==> src/rtl/lsd_pkg.sv <==
package lsd_pkg;
  // 30 us at a 20 MHz system clock
  localparam int unsigned FILT_CYC_DEF = 600;
  localparam int unsigned N_CH_DEF     = 8;
  localparam int unsigned N_LIM_DEF    = 2;
endpackage

==> src/rtl/lsd_filter.sv <==
module lsd_filter #(
  parameter int unsigned FILT_CYC = lsd_pkg::FILT_CYC_DEF
) (
  input  logic clk_i,
  input  logic rst_ni,
  input  logic cond_i,
  input  logic clr_i,
  output logic fault_o
);
  localparam int unsigned CNT_W = (FILT_CYC > 2) ? $clog2(FILT_CYC) : 1;
  localparam logic [CNT_W-1:0] CNT_MAX = CNT_W'(FILT_CYC - 1);

  logic [CNT_W-1:0] cnt_q;
  logic             fault_q;
  logic             full;

  assign full = (cnt_q == CNT_MAX);

  always_ff @(posedge clk_i or negedge rst_ni) begin
    if (!rst_ni) begin
      cnt_q <= '0;
    end else if (!cond_i) begin
      cnt_q <= '0;
    end else if (!full) begin
      cnt_q <= cnt_q + 1'b1;
    end
  end

  // clear while selected wins over set
  always_ff @(posedge clk_i or negedge rst_ni) begin
    if (!rst_ni) begin
      fault_q <= 1'b0;
    end else if (clr_i) begin
      fault_q <= 1'b0;
    end else if (cond_i && full) begin
      fault_q <= 1'b1;
    end
  end

  assign fault_o = fault_q;
endmodule

==> src/rtl/lsd_ovl.sv <==
module lsd_ovl (
  input  logic clk_i,
  input  logic rst_ni,
  input  logic run_i,
  input  logic cmd_i,
  input  logic upd_i,
  input  logic trip_i,
  output logic ol_o,
  output logic drv_o
);
  logic ol_q;

  always_ff @(posedge clk_i or negedge rst_ni) begin
    if (!rst_ni) begin
      ol_q <= 1'b0;
    end else if (upd_i && !cmd_i) begin
      ol_q <= 1'b0;
    end else if (cmd_i && trip_i) begin
      ol_q <= 1'b1;
    end
  end

  // trip gates the drive in the same cycle, the latch keeps it off
  assign drv_o = run_i & cmd_i & ~ol_q & ~trip_i;
  assign ol_o  = ol_q;
endmodule

==> src/rtl/lsd_snap.sv <==
module lsd_snap #(
  parameter int unsigned W = lsd_pkg::N_CH_DEF
) (
  input  logic         clk_i,
  input  logic         rst_ni,
  input  logic         cs_n_i,
  input  logic [W-1:0] live_i,
  output logic [W-1:0] snap_o
);
  logic         cs_q;
  logic [W-1:0] snap_q;

  always_ff @(posedge clk_i or negedge rst_ni) begin
    if (!rst_ni) begin
      cs_q   <= 1'b1;
      snap_q <= '0;
    end else begin
      cs_q <= cs_n_i;
      if (cs_q && !cs_n_i) snap_q <= live_i;
    end
  end

  assign snap_o = snap_q;
endmodule

==> src/rtl/lsd_guard.sv <==
module lsd_guard #(
  parameter int unsigned N_CH     = lsd_pkg::N_CH_DEF,
  parameter int unsigned N_LIM    = lsd_pkg::N_LIM_DEF,
  parameter int unsigned FILT_CYC = lsd_pkg::FILT_CYC_DEF
) (
  input  logic                 clk_i,
  input  logic                 rst_ni,
  input  logic [N_CH-1:0]      cmd_on_i,
  input  logic                 latch_upd_i,
  input  logic [N_CH-1:0]      above_thr_i,
  input  logic [N_CH-N_LIM-1:0] ovc_i,
  input  logic [N_LIM-1:0]     ovt_i,
  input  logic                 cs_n_i,
  output logic [N_CH-1:0]      drv_en_o,
  output logic [N_CH-1:0]      status_o
);
  logic             run_q;
  logic [N_CH-1:0]  live;
  logic [N_CH-1:0]  ol_w;
  logic [N_LIM-1:0] fault_w;

  always_ff @(posedge clk_i or negedge rst_ni) begin
    if (!rst_ni) run_q <= 1'b0;
    else         run_q <= 1'b1;
  end

  for (genvar k = 0; k < N_CH; k++) begin : g_ch
    logic trip;
    if (k < N_LIM) begin : g_lim
      assign trip = ovt_i[k];
      lsd_filter #(.FILT_CYC(FILT_CYC)) u_flt (
        .clk_i   (clk_i),
        .rst_ni  (rst_ni),
        .cond_i  (~(cmd_on_i[k] ^ above_thr_i[k])),
        .clr_i   (~cs_n_i),
        .fault_o (fault_w[k])
      );
      assign live[k] = ~fault_w[k];
    end else begin : g_trp
      assign trip    = ovc_i[k-N_LIM];
      assign live[k] = ol_w[k] | (cmd_on_i[k] ^ above_thr_i[k]);
    end
    lsd_ovl u_ovl (
      .clk_i  (clk_i),
      .rst_ni (rst_ni),
      .run_i  (run_q),
      .cmd_i  (cmd_on_i[k]),
      .upd_i  (latch_upd_i),
      .trip_i (trip),
      .ol_o   (ol_w[k]),
      .drv_o  (drv_en_o[k])
    );
  end

  lsd_snap #(.W(N_CH)) u_snap (
    .clk_i  (clk_i),
    .rst_ni (rst_ni),
    .cs_n_i (cs_n_i),
    .live_i (live),
    .snap_o (status_o)
  );
endmodule

==> config.mk <==
export PLATFORM = sky130hd
export DESIGN_NAME = lsd_guard
export DESIGN_NICKNAME = d
export VERILOG_FILES = /design/src/rtl/lsd_pkg.sv /design/src/rtl/lsd_filter.sv /design/src/rtl/lsd_ovl.sv /design/src/rtl/lsd_snap.sv /design/src/rtl/lsd_guard.sv
export SDC_FILE = /design/constraint.sdc
export NUM_CORES = 1
export LEC_CHECK = 0
export BUFFER_PORTS_ARGS = -buffer_cell sky130_fd_sc_hd__buf_2
export CAP_MARGIN = 20
export CORE_MARGIN = 1.5
export CORE_UTILIZATION = 30
export DETAILED_ROUTE_END_ITERATION = 10
export GPL_TIMING_DRIVEN = 1
export SETUP_SLACK_MARGIN = 0.1
export SYNTH_ARGS = -nofsm -noshare
export SYNTH_HDL_FRONTEND = slang
export SYNTH_HIERARCHICAL = 1
export SYNTH_SLANG_ARGS = --single-unit
export TNS_END_PERCENT = 20
==> constraint.sdc <==
create_clock -name clk_i -period 1.4 [get_ports clk_i]
set_input_delay 0.07 -clock clk_i [delete_from_list [all_inputs] [get_ports clk_i]]
set_output_delay 0.07 -clock clk_i [all_outputs]
set_load 0.05 [all_outputs]
Word-level counts from Yosys, hierarchy flattened:

Index checks and enable logic that the tools add are counted.

* flip-flop bits (word level): 40
* input bits: 28
* output and inout port bits: 16
* logic and storage cells: 141

* $add $sub $neg: 2
* eq/ne operators: 6
* multiplexer cells: 24
* bitwise operators: 58
* reductions and logical operators: 36

Operator list (count)
* 2-to-1 mux 10 bit: 4
* bitwise AND 1 bit: 24
* adder 10 x 1 -> 10 bit, second input constant: 2
* equality test 10 bit, second input constant: 2
* 2-to-1 mux 1 bit: 20
* NOT 1 bit: 20
* logical AND 1 bit: 19
* nonzero test 2 bit: 8
* zero test 1 bit: 9
* bitwise XOR 1 bit: 8
* OR 1 bit: 6
* inequality test 2 x 1 -> 1 bit, second input constant: 2
* inequality test 2 bit, second input constant: 2

Depth between registers and ports, before layout:

Gate-level depths: netlist of the first run.

* word-level depth: 5
* mapped depth: 4
* depth with buffers taken out: 4

Hierarchy:

Netlist of the first run, hierarchy kept.

By module, submodules not included
* lsd_filter (g_ch[0].g_lim.u_flt): times used 1, cells each 54, area each 565.5 um^2, seq. area each 275.3 um^2
* lsd_filter (g_ch[1].g_lim.u_flt): times used 1, cells each 57, area each 560.5 um^2, seq. area each 275.3 um^2
* lsd_ovl: times used 8, cells each 6, area each 47.5 um^2, seq. area each 25.0 um^2
* lsd_snap: times used 1, cells each 19, area each 371.6 um^2, seq. area each 226.5 um^2
* lsd_guard: times used 1, cells each 19, area each 147.6 um^2, seq. area each 25.0 um^2

Worst setup path after synthesis of the first run:

No wires, ideal clock.

* kind: register to output
* start: reg run_q
* end: out drv_en_o[0]
* arrival: 1527 ps
* required time: 1330 ps
* setup slack: -197 ps
* cell stages (with the launch flop): 3
* buffers on the path: 0
* path through: dfrtp_1 -> nand2_1 -> nor3_1

* cells in the longest elaborated chain, start to end: 3

Ends and longest elaborated chain
* start, declared: line lsd_guard.sv:17 `logic run_q;`
* start signal, assigned: line lsd_guard.sv:23 `if (!rst_ni) run_q <= 1'b0;`
* start signal, assigned: line lsd_guard.sv:24 `else run_q <= 1'b1;`
* bitwise AND 1 bit (3 in series): line lsd_ovl.sv:24 `assign drv_o = run_i & cmd_i & ~ol_q & ~trip_i;`
* end, declared: line lsd_guard.sv:14 `output logic [N_CH-1:0] drv_en_o,`

No other way between the ends.

Final worst setup path of the first run:

* start: reg g_ch[0].g_lim.u_flt.cnt_q[1]
* end: reg g_ch[0].g_lim.u_flt.cnt_q[3]

* cells in the longest elaborated chain, start to end: 3
* elaborated cells between the ends (all ways): 5
* classes of those cells: 1 x add/sub; 2 x eq/ne; 2 x mux

Ends and longest elaborated chain
* start, declared: line lsd_filter.sv:13 `logic [CNT_W-1:0] cnt_q;`
* start signal, assigned: line lsd_filter.sv:25 `cnt_q <= cnt_q + 1'b1;`
* adder 10 x 1 -> 10 bit: line lsd_filter.sv:25
* 2-to-1 mux 10 bit: line lsd_filter.sv:24 `end else if (!full) begin`
* 2-to-1 mux 10 bit: line lsd_filter.sv:22 `end else if (!cond_i) begin`

Parallel ways exist; a longest one is shown, timed or not. The select of a mux whose other input is x is not followed.
A chain may end at the register's enable or synchronous reset.

==> impl_metrics.tcl, run 1 <==
set metrics [dict create \
    status "finished with violations" \
    violations "design-rule violations" \
    final_hold_viol_count 0 \
    hp-class "in2reg" \
    dp_hpwl_um 2900 \
    htree_levels 2 \
    ys.warnings.count 6 \
    place_congestion 0.812 \
    finalClockSkew_ps 12.3 \
    rows 29 \
    antenna_found_initial 0 \
    cp_max_fo 5 \
    start_util 0.315 \
    r2r_end "g_ch[0].g_lim.u_flt/cnt_q[3]" \
    area_growth_pct 25.9 \
    io_buffers 43 \
    min_to "g_ch[5].u_ovl/ol_o" \
    vias 1638 \
    cp.required_ps 1570 \
    yosysUniqueCellTypes 38 \
    maxCapViolations 0 \
    synth_top_area_cell "dfrtp_1" \
    yosys_register_bits 40 \
    clock_sinks 40 \
    reg2regPathDepth 4 \
    ys_async_sr_fraction 1.00 \
    critPathCaptureType "flip-flop" \
    yosysMostFrequentCell "dfrtp_1" \
    r2r_setup_slack_ps 90 \
    synth_commonest_cells "dfrtp_1 (39), nand2_1 (21), o21ai_0 (17)" \
    clkSlewWorstSetupHoldPaths_ps 70 \
    syn_nets 227 \
    holdPathStages 3 \
    grt_use_total 0.121 \
    p_leak_nw 1.13 \
    die_height_um 85.2 \
    fin_nets 287 \
    slew_violations 0 \
    cts_tree "done" \
    rsz0062_at_grt "true" \
    grt_start_max_net_pins 41 \
    synth_area_per_cell_um2 10.3 \
    wl_per_cell_um 11.8 \
    cts_made_buffers 5 \
    ys_top_cells_by_area "dfrtp_1 (48%), mux2_4 (5.9%), o21ai_0 (4.2%), nand2_1 (3.9%), xnor2_1 (3.9%)" \
    drive_above_1_share 0.333 \
    antenna_left 0 \
    fin_crit_sh 0.936 \
    yosys_most_used_dff "dfrtp_1" \
    die_w_um 85.2 \
    grt_overflow 0 \
    cts_root_buffer "clkbuf_8" \
    critPathLaunchType "flip-flop" \
    setup_slack_ps 89.2 \
    fin_cells 335 \
    synth_seq_area_share 0.495 \
    grt_pass1_wl_um 7040 \
    syn-cell-area_um2 2030 \
    clock.fmax_mhz 763 \
    power_density_nw_per_um2 1000 \
    cts_buffer_depth 2 \
    post-place-cells 323 \
    ioPinCount 44 \
    synth-edff-count 0 \
    via_per_inst 4.89 \
    vdd_drop_max_uv 461 \
    crit-reg2reg-launch "g_ch[0].g_lim.u_flt/cnt_q[1]" \
    die_area_um2 7250 \
    dpl_worst_slack_ps 51.6 \
    diodes 0 \
    fp.coreArea_um2 6420 \
    crit_type "reg2reg" \
    drc 4 \
    synth_top_area_frac 0.482 \
    grt_pass1_vias 1649 \
    drt_iter0_markers 63 \
    syn_inst 197 \
    hp-start "ovc_i[3]" \
    drt_pass1_iterations 7 \
    setup_viol 0 \
    fin_crit_ps 1310 \
    clk_latency_ps 290 \
    wl_um 3960 \
    cp.arrival_ps 1480 \
]
## flip-flops by register name (all words and copies together) (netlist names)
signal / count
g_ch.u_ovl/ol_o: 8
g_ch.g_lim.u_flt/cnt_q: 20
run_q: 1
u_snap/snap_o: 8
u_snap/cs_q: 1
g_ch.g_lim.u_flt/fault_o: 2
## final cells by class
cell class	instances	area [µm²]
clock buffer	7	76.3
clock inverter	1	5.00
fill	633	3870
inverter	15	56.3
multi-input combinational	139	980
sequential	40	1010
tap	77	96.3
timing repair buffer	56	332
## critical path, stage by stage (launching register included)
cell       delay [ps]
dfrtp_1           360
ha_2              210
nand4_1           120
nand4bb_4         310
and3_1            200
## report_power, final
group / leakage (nW) / switching, mW / internal [mW]
sequential: 0.489 / 0.0705 / 1.24
combinational: 0.601 / 0.312 / 0.211
clock: 0.0422 / 0.374 / 0.350
## cells in the final DEF, fill, tap and decap left out, types with 2 or more instances in the layout
cell type	instances
nand4_1	3
or3_1	7
xor2_1	2
mux2_4	8
mux2i_1	5
o21ai_0	17
nand2b_1	11
clkbuf_1	2
a31oi_1	2
nor3_2	4
dfrtp_2	3
buf_2	39
nor3_1	6
a21oi_1	6
xnor2_1	9
dlygate4sd3_1	2
o21ai_1	9
nand3_1	6
nand2_1	21
clkbuf_8	5
buf_4	14
inv_1	15
dfrtp_1	36
nor2_1	2
nand3_2	2
## kinds of logic after synthesis
| family | Yosys count | share of synthesized area |
|---|---|---|
| xor+xnor | 11 | 0.0476 |
| simple gates | 71 | 0.208 |
| fa+ha+maj | 2 | 0.0124 |
| mux | 13 | 0.0840 |
| flops | 40 | 0.495 |
| other cells | 1 | 0.00185 |
| buf+inv | 18 | 0.0377 |
| compound gates | 41 | 0.114 |
## worst max-delay path by stage
stage	from	to	slack (ps)	depth (start not counted)
floorplan	run_q	drv_en_o[1]	-200	2
global placement	g_ch[0].g_lim.u_flt/cnt_q[1]	g_ch[0].g_lim.u_flt/cnt_q[3]	100	4
detailed placement	g_ch[0].g_lim.u_flt/cnt_q[1]	g_ch[0].g_lim.u_flt/cnt_q[3]	50	4
CTS	g_ch[0].g_lim.u_flt/cnt_q[1]	g_ch[0].g_lim.u_flt/cnt_q[3]	80	4
global route	run_q	drv_en_o[5]	5	3
finish	g_ch[0].g_lim.u_flt/cnt_q[1]	g_ch[0].g_lim.u_flt/cnt_q[3]	90	4
## routing by layer
metal  up-vias  global-route usage  wire length (µm)
met1       802               0.152              1980
met4         0              0.0477                59
met2        27               0.201              1740
met3         7              0.0282               179
met5         -                   0                 0
li1        802                   -                 -
## per-stage QoR
stage	hold slack, ps	power, mW	TNS [ps]	cell area (µm²)	utilization
floorplan	-226	1.65	-1380	2030	-
global placement	167	1.82	0	2390	0.372
detailed placement	162	1.83	0	2390	0.372
CTS	39.3	2.59	0	2510	0.392
global route	58.1	2.70	0	2550	0.397
finish	46.9	2.56	0	2550	0.397
## repair_timing
item,in CTS,in global routing
hold buffers,2,0
pin swaps,2,4
setup endpoints to repair,16,24
gates resized for setup,4,12
buffers inserted,2,0
endpoints found under the hold margin,40,0
Note: power is estimated with default switching activity, not from simulation.
==> run 2, diff against run 1 <==
- CAP_MARGIN: 20 -> 0
- RECOVER_POWER: not set -> 25
==> run 2 against run 1 <==
  * The flow still finishes with violations (design-rule violations)
  * Combinational power shrank 0.8%
  * Global-route usage is the same
  * Hold slack lost 7.2 ps
  * Core utilization shrank 0.059 points
  * Sequential cell count is the same
  * Critical path depth is the same
  * Maximum frequency is the same
  * Largest power group unchanged
  * Critical endpoint unchanged
  * Register-to-register slack is essentially flat
==> impl_metrics.tcl, run 2 (synthesized netlist as in run 1, its figures left out) <==
set metrics [dict create \
    status "finished with violations" \
    violations "design-rule violations" \
    clkSlewWorstSetupHoldPaths_ps 70 \
    grt_pass1_wl_um 7040 \
    cts_made_buffers 5 \
    wl_um 3950 \
    critPathCaptureType "flip-flop" \
    rows 29 \
    fin_nets 287 \
    cp_max_fo 5 \
    cp.required_ps 1570 \
    clk_latency_ps 290 \
    grt_overflow 0 \
    crit-reg2reg-launch "g_ch[0].g_lim.u_flt/cnt_q[1]" \
    wl_per_cell_um 11.8 \
    setup_viol 0 \
    via_per_inst 4.90 \
    setup_slack_ps 89.2 \
    die_area_um2 7250 \
    final_hold_viol_count 0 \
    drt_iter0_markers 61 \
    rsz0062_at_grt "true" \
    clock.fmax_mhz 763 \
    dpl_worst_slack_ps 51.6 \
    die_w_um 85.2 \
    power_density_nw_per_um2 1000 \
    crit_type "reg2reg" \
    vias 1642 \
    crit_start "g_ch[0].g_lim.u_flt/cnt_q[1]" \
    cts_root_buffer "clkbuf_8" \
    antenna_found_initial 0 \
    area_growth_pct 25.8 \
    grt_start_max_net_pins 41 \
    fin_crit_sh 0.936 \
    post-place-cells 323 \
    drive_above_1_share 0.329 \
    maxCapViolations 0 \
    antenna_left 0 \
    r2r_end "g_ch[0].g_lim.u_flt/cnt_q[3]" \
    clock_sinks 40 \
    drc 4 \
    grt_pass1_vias 1649 \
    diodes 0 \
    critPathLaunchType "flip-flop" \
    whs_ps 39.7 \
    slew_violations 0 \
    start_util 0.315 \
    grt_use_total 0.121 \
    die_height_um 85.2 \
    regMostFlops "g_ch.g_lim.u_flt/cnt_q" \
    cp.arrival_ps 1480 \
    ioPinCount 44 \
    largest_reg_flops 20 \
    slew_headroom 0.421 \
    fin_crit_ps 1310 \
    drt_pass1_iterations 7 \
    n_fill_cell 634 \
    hp-class "in2reg" \
    dp_hpwl_um 2900 \
    htree_levels 2 \
    vdd_drop_max_uv 461 \
    p_leak_nw 1.13 \
    tns_ps 0 \
    fin_cells 335 \
    cts_buffer_depth 2 \
    final_cell_mix "buf_2 (39), dfrtp_1 (36), o21ai_0 (22)" \
    io_buffers 43 \
    cts_tree "done" \
    fp.coreArea_um2 6420 \
    critPathCapture "g_ch[0].g_lim.u_flt/cnt_q[3]" \
    place_congestion 0.812 \
    worst_pin_slew_ps 869 \
    finalClockSkew_ps 12.3 \
    reg2regPathDepth 4 \
    r2r_setup_slack_ps 90 \
    mostFrequentLayoutCell "buf_2" \
]
-- run 2: where the power goes --
| group | switching (mW) | internal (mW) | total [mW] | leakage, nW |
|---|---|---|---|---|
| clock | 0.374 | 0.350 | 0.724 | 0.0422 |
| sequential | 0.0703 | 1.24 | 1.31 | 0.489 |
| combinational | 0.310 | 0.208 | 0.519 | 0.597 |
-- run 2: worst min-delay path by stage --
stage | from | end | slack, ps | cells past startpoint
after CTS | ovc_i[3] | g_ch[5].u_ovl/ol_o | 40 | 3
after detailed placement | rst_ni | u_snap/snap_o[5] | 160 | 2
after global placement | rst_ni | u_snap/snap_o[5] | 170 | 2
after floorplan | rst_ni | g_ch[0].g_lim.u_flt/cnt_q[0] | -230 | 0
final | ovc_i[3] | g_ch[5].u_ovl/ol_o | 40 | 3
after global routing | ovc_i[3] | g_ch[5].u_ovl/ol_o | 50 | 3
-- run 2: worst max-delay path: stages, from the launching register on --
cell and delay, ps:
dfrtp_1 360, ha_2 210, nand4_1 120, nand4bb_4 310, and3_1 200
-- run 2: area by class of cell --
type                       count  area, µm²  area share
clock buffer                   7       76.3      0.0300
clock inverter                 1       5.00     0.00196
inverter                      15       56.3      0.0221
multi-input combinational    139        980       0.385
sequential                    40       1010       0.395
tap                           77       96.3      0.0378
timing repair buffer          56        328       0.129
-- run 2: routing by layer --
layer | track usage | routed length [µm] | up-vias
met4 | 0.0477 | 59 | 0
met2 | 0.201 | 1740 | 27
met1 | 0.152 | 1970 | 805
li1 | - | - | 803
met5 | 0 | 0 | -
met3 | 0.0282 | 179 | 7
-- run 2: timing repair --
| action | in CTS | in global routing |
|---|---|---|
| pin swaps | 2 | 4 |
| hold buffers | 2 | 0 |
| endpoints found under the hold margin | 40 | 0 |
| buffers inserted | 2 | 0 |
| endpoints found under the setup margin | 16 | 24 |
| resized for setup | 4 | 12 |
-- run 2: stage by stage --
| stage | utilization | total power [mW] | area [µm²] |
|---|---|---|---|
| floorplan | - | 1.65 | 2030 |
| CTS | 0.392 | 2.59 | 2510 |
| global placement | 0.372 | 1.82 | 2390 |
| global route | 0.397 | 2.69 | 2550 |
| detailed placement | 0.372 | 1.83 | 2390 |
| finish | 0.397 | 2.55 | 2550 |
==> run 3, diff against run 2 <==
- CORE_ASPECT_RATIO: not set -> 0.75
- CORE_UTILIZATION: 30 -> 40
- clock period: 1.4 -> 1.6 ns (I/O delays scaled with it)
==> run 3 against run 2 <==
  * The flow still finishes with violations (design-rule violations)
  * Clock power down 2%
  * Cell area is 4.5% lower
  * Wire length shrank 2.2%
  * Combinational power shrank 20%
  * Total power fell by 11%
  * Clock skew shrank 3.1 ps
  * Die area down 24%
  * Final cell count down 7.5%
  * Core utilization increased by 10 points
  * Setup slack better by 90 ps
  * Largest cell class unchanged
  * Largest power group unchanged
==> impl_metrics.tcl, run 3 (synthesized netlist as in run 1, its figures left out) <==
set metrics [dict create \
    status "finished with violations" \
    violations "design-rule violations" \
    grt_overflow 0 \
    clock.fmax_mhz 704 \
    cp.required_ps 1520 \
    place_congestion 0.739 \
    p_leak_nw 1.10 \
    vdd_drop_max_uv 535 \
    crit_chain "nand2_1, nor3_1, buf_2" \
    fp.coreArea_um2 4870 \
    clock_sinks 40 \
    setup_slack_ps 179 \
    cp_top_family "flip-flops" \
    die_w_um 85.2 \
    cts_tree "done" \
    io_buffers 43 \
    tns_ps 0 \
    die_area_um2 5500 \
    slew_headroom 0.346 \
    antenna_left 0 \
    cts_made_buffers 5 \
    drt_pass1_iterations 7 \
    maxCapViolations 0 \
    rows 22 \
    grt_pass1_wl_um 6860 \
    dpl_worst_slack_ps 216 \
    diodes 0 \
    via_per_inst 4.99 \
    rsz0062_at_grt "true" \
    wl_per_cell_um 12.5 \
    report.power.total_mw 2.27 \
    mostFrequentLayoutCell "buf_2" \
    fin_crit_ps 1420 \
    final_util 0.499 \
    clkSlewWorstSetupHoldPaths_ps 70 \
    largest_reg_flops 20 \
    critPathCaptureType "output port" \
    cts_root_buffer "clkbuf_8" \
    start_util 0.416 \
    power_density_nw_per_um2 932 \
    post-place-cells 300 \
    dp_hpwl_um 2770 \
    area_growth_pct 20.1 \
    worst_pin_slew_ps 980 \
    cp_slowest_cell "dfrtp_1" \
    fin_crit_sh 0.888 \
    finalClockSkew_ps 9.28 \
    die_height_um 64.6 \
    postCtsSetupRepairBufs 0 \
    hp-class "in2reg" \
    seq_area_um2 1000 \
    cts_buffer_depth 2 \
    drt_iter0_markers 67 \
    fin_nets 279 \
    clk_latency_ps 300 \
    htree_levels 2 \
    n_fill_cell 468 \
    grt_pass1_vias 1489 \
    grt_start_max_net_pins 41 \
    crit_buf_inv 1 \
    critPathLaunchType "flip-flop" \
    drc 3 \
    wl_um 3870 \
    regMostFlops "g_ch.g_lim.u_flt/cnt_q" \
    fin_cells 310 \
    drive_above_1_share 0.284 \
    cpPeakStageDelay_ps 520 \
    slew_violations 0 \
    vias 1547 \
    grt_use_total 0.160 \
    final_hold_viol_count 0 \
    ioPinCount 44 \
    setup_viol 0 \
    antenna_found_initial 0 \
    cp_max_fo 8 \
    cp.arrival_ps 1340 \
    multi_input_area_um2 953 \
    crit_type "reg2out" \
    final_cell_mix "buf_2 (42), dfrtp_1 (39), o21ai_0 (25)" \
]
## run 3: path summary, 6_finish.rpt
kind | start | to | slack, ps | cells after the start
worst max register to register | g_ch[0].g_lim.u_flt/cnt_q[0] | g_ch[0].g_lim.u_flt/cnt_q[8] | 240 | 4
worst max-delay path | run_q | drv_en_o[7] | 180 | 3
min in group asynchronous | rst_ni | g_ch[2].u_ovl/ol_o | 550 | 3
worst min register to register | g_ch[1].g_lim.u_flt/fault_o | g_ch[1].g_lim.u_flt/fault_o | 510 | 2
max in group asynchronous | rst_ni | g_ch[3].u_ovl/ol_o | 440 | 3
worst min-delay path | ovc_i[0] | g_ch[2].u_ovl/ol_o | 40 | 3
## run 3: area by class of cell
type / count / area share
sequential: 40 / 0.412
inverter: 15 / 0.0231
clock buffer: 6 / 0.0339
multi-input combinational: 139 / 0.392
timing repair buffer: 48 / 0.104
tap: 60 / 0.0308
clock inverter: 2 / 0.00411
## run 3: layer usage
metal  track usage  up-vias  part of all wire
met3        0.0433        7             0.036
met2         0.236       22              0.42
met1         0.226      731              0.53
met4        0.0553        0             0.014
li1              -      787                 -
met5             0        -                 0
## run 3: through the flow
| step | instance area (µm²) | hold WS (ps) |
|---|---|---|
| floorplan | 2030 | -216 |
| global placement | 2320 | 174 |
| detailed placement | 2320 | 174 |
| CTS | 2440 | 45.4 |
| global route | 2430 | 59.9 |
| finish | 2430 | 39.5 |
## run 3: where the power goes
| part | internal (mW) | switching, mW | leakage [nW] |
|---|---|---|---|
| sequential | 1.08 | 0.0631 | 0.494 |
| combinational | 0.158 | 0.258 | 0.554 |
| clock | 0.344 | 0.362 | 0.0510 |
| total | 1.59 | 0.683 | 1.10 |
## run 3: tightest hold or removal path: cells and delay by family
kind                   cells  cell delay [ps]
buffers and inverters      1               80
AOI/OAI and AO/OA          2              130
## run 3: repair_timing
| action | in CTS | in global routing |
|---|---|---|
| hold buffers | 2 | 0 |
| endpoints found under the hold margin | 40 | 0 |
| setup endpoints to repair | 0 | 6 |
| resized for setup | 0 | 1 |
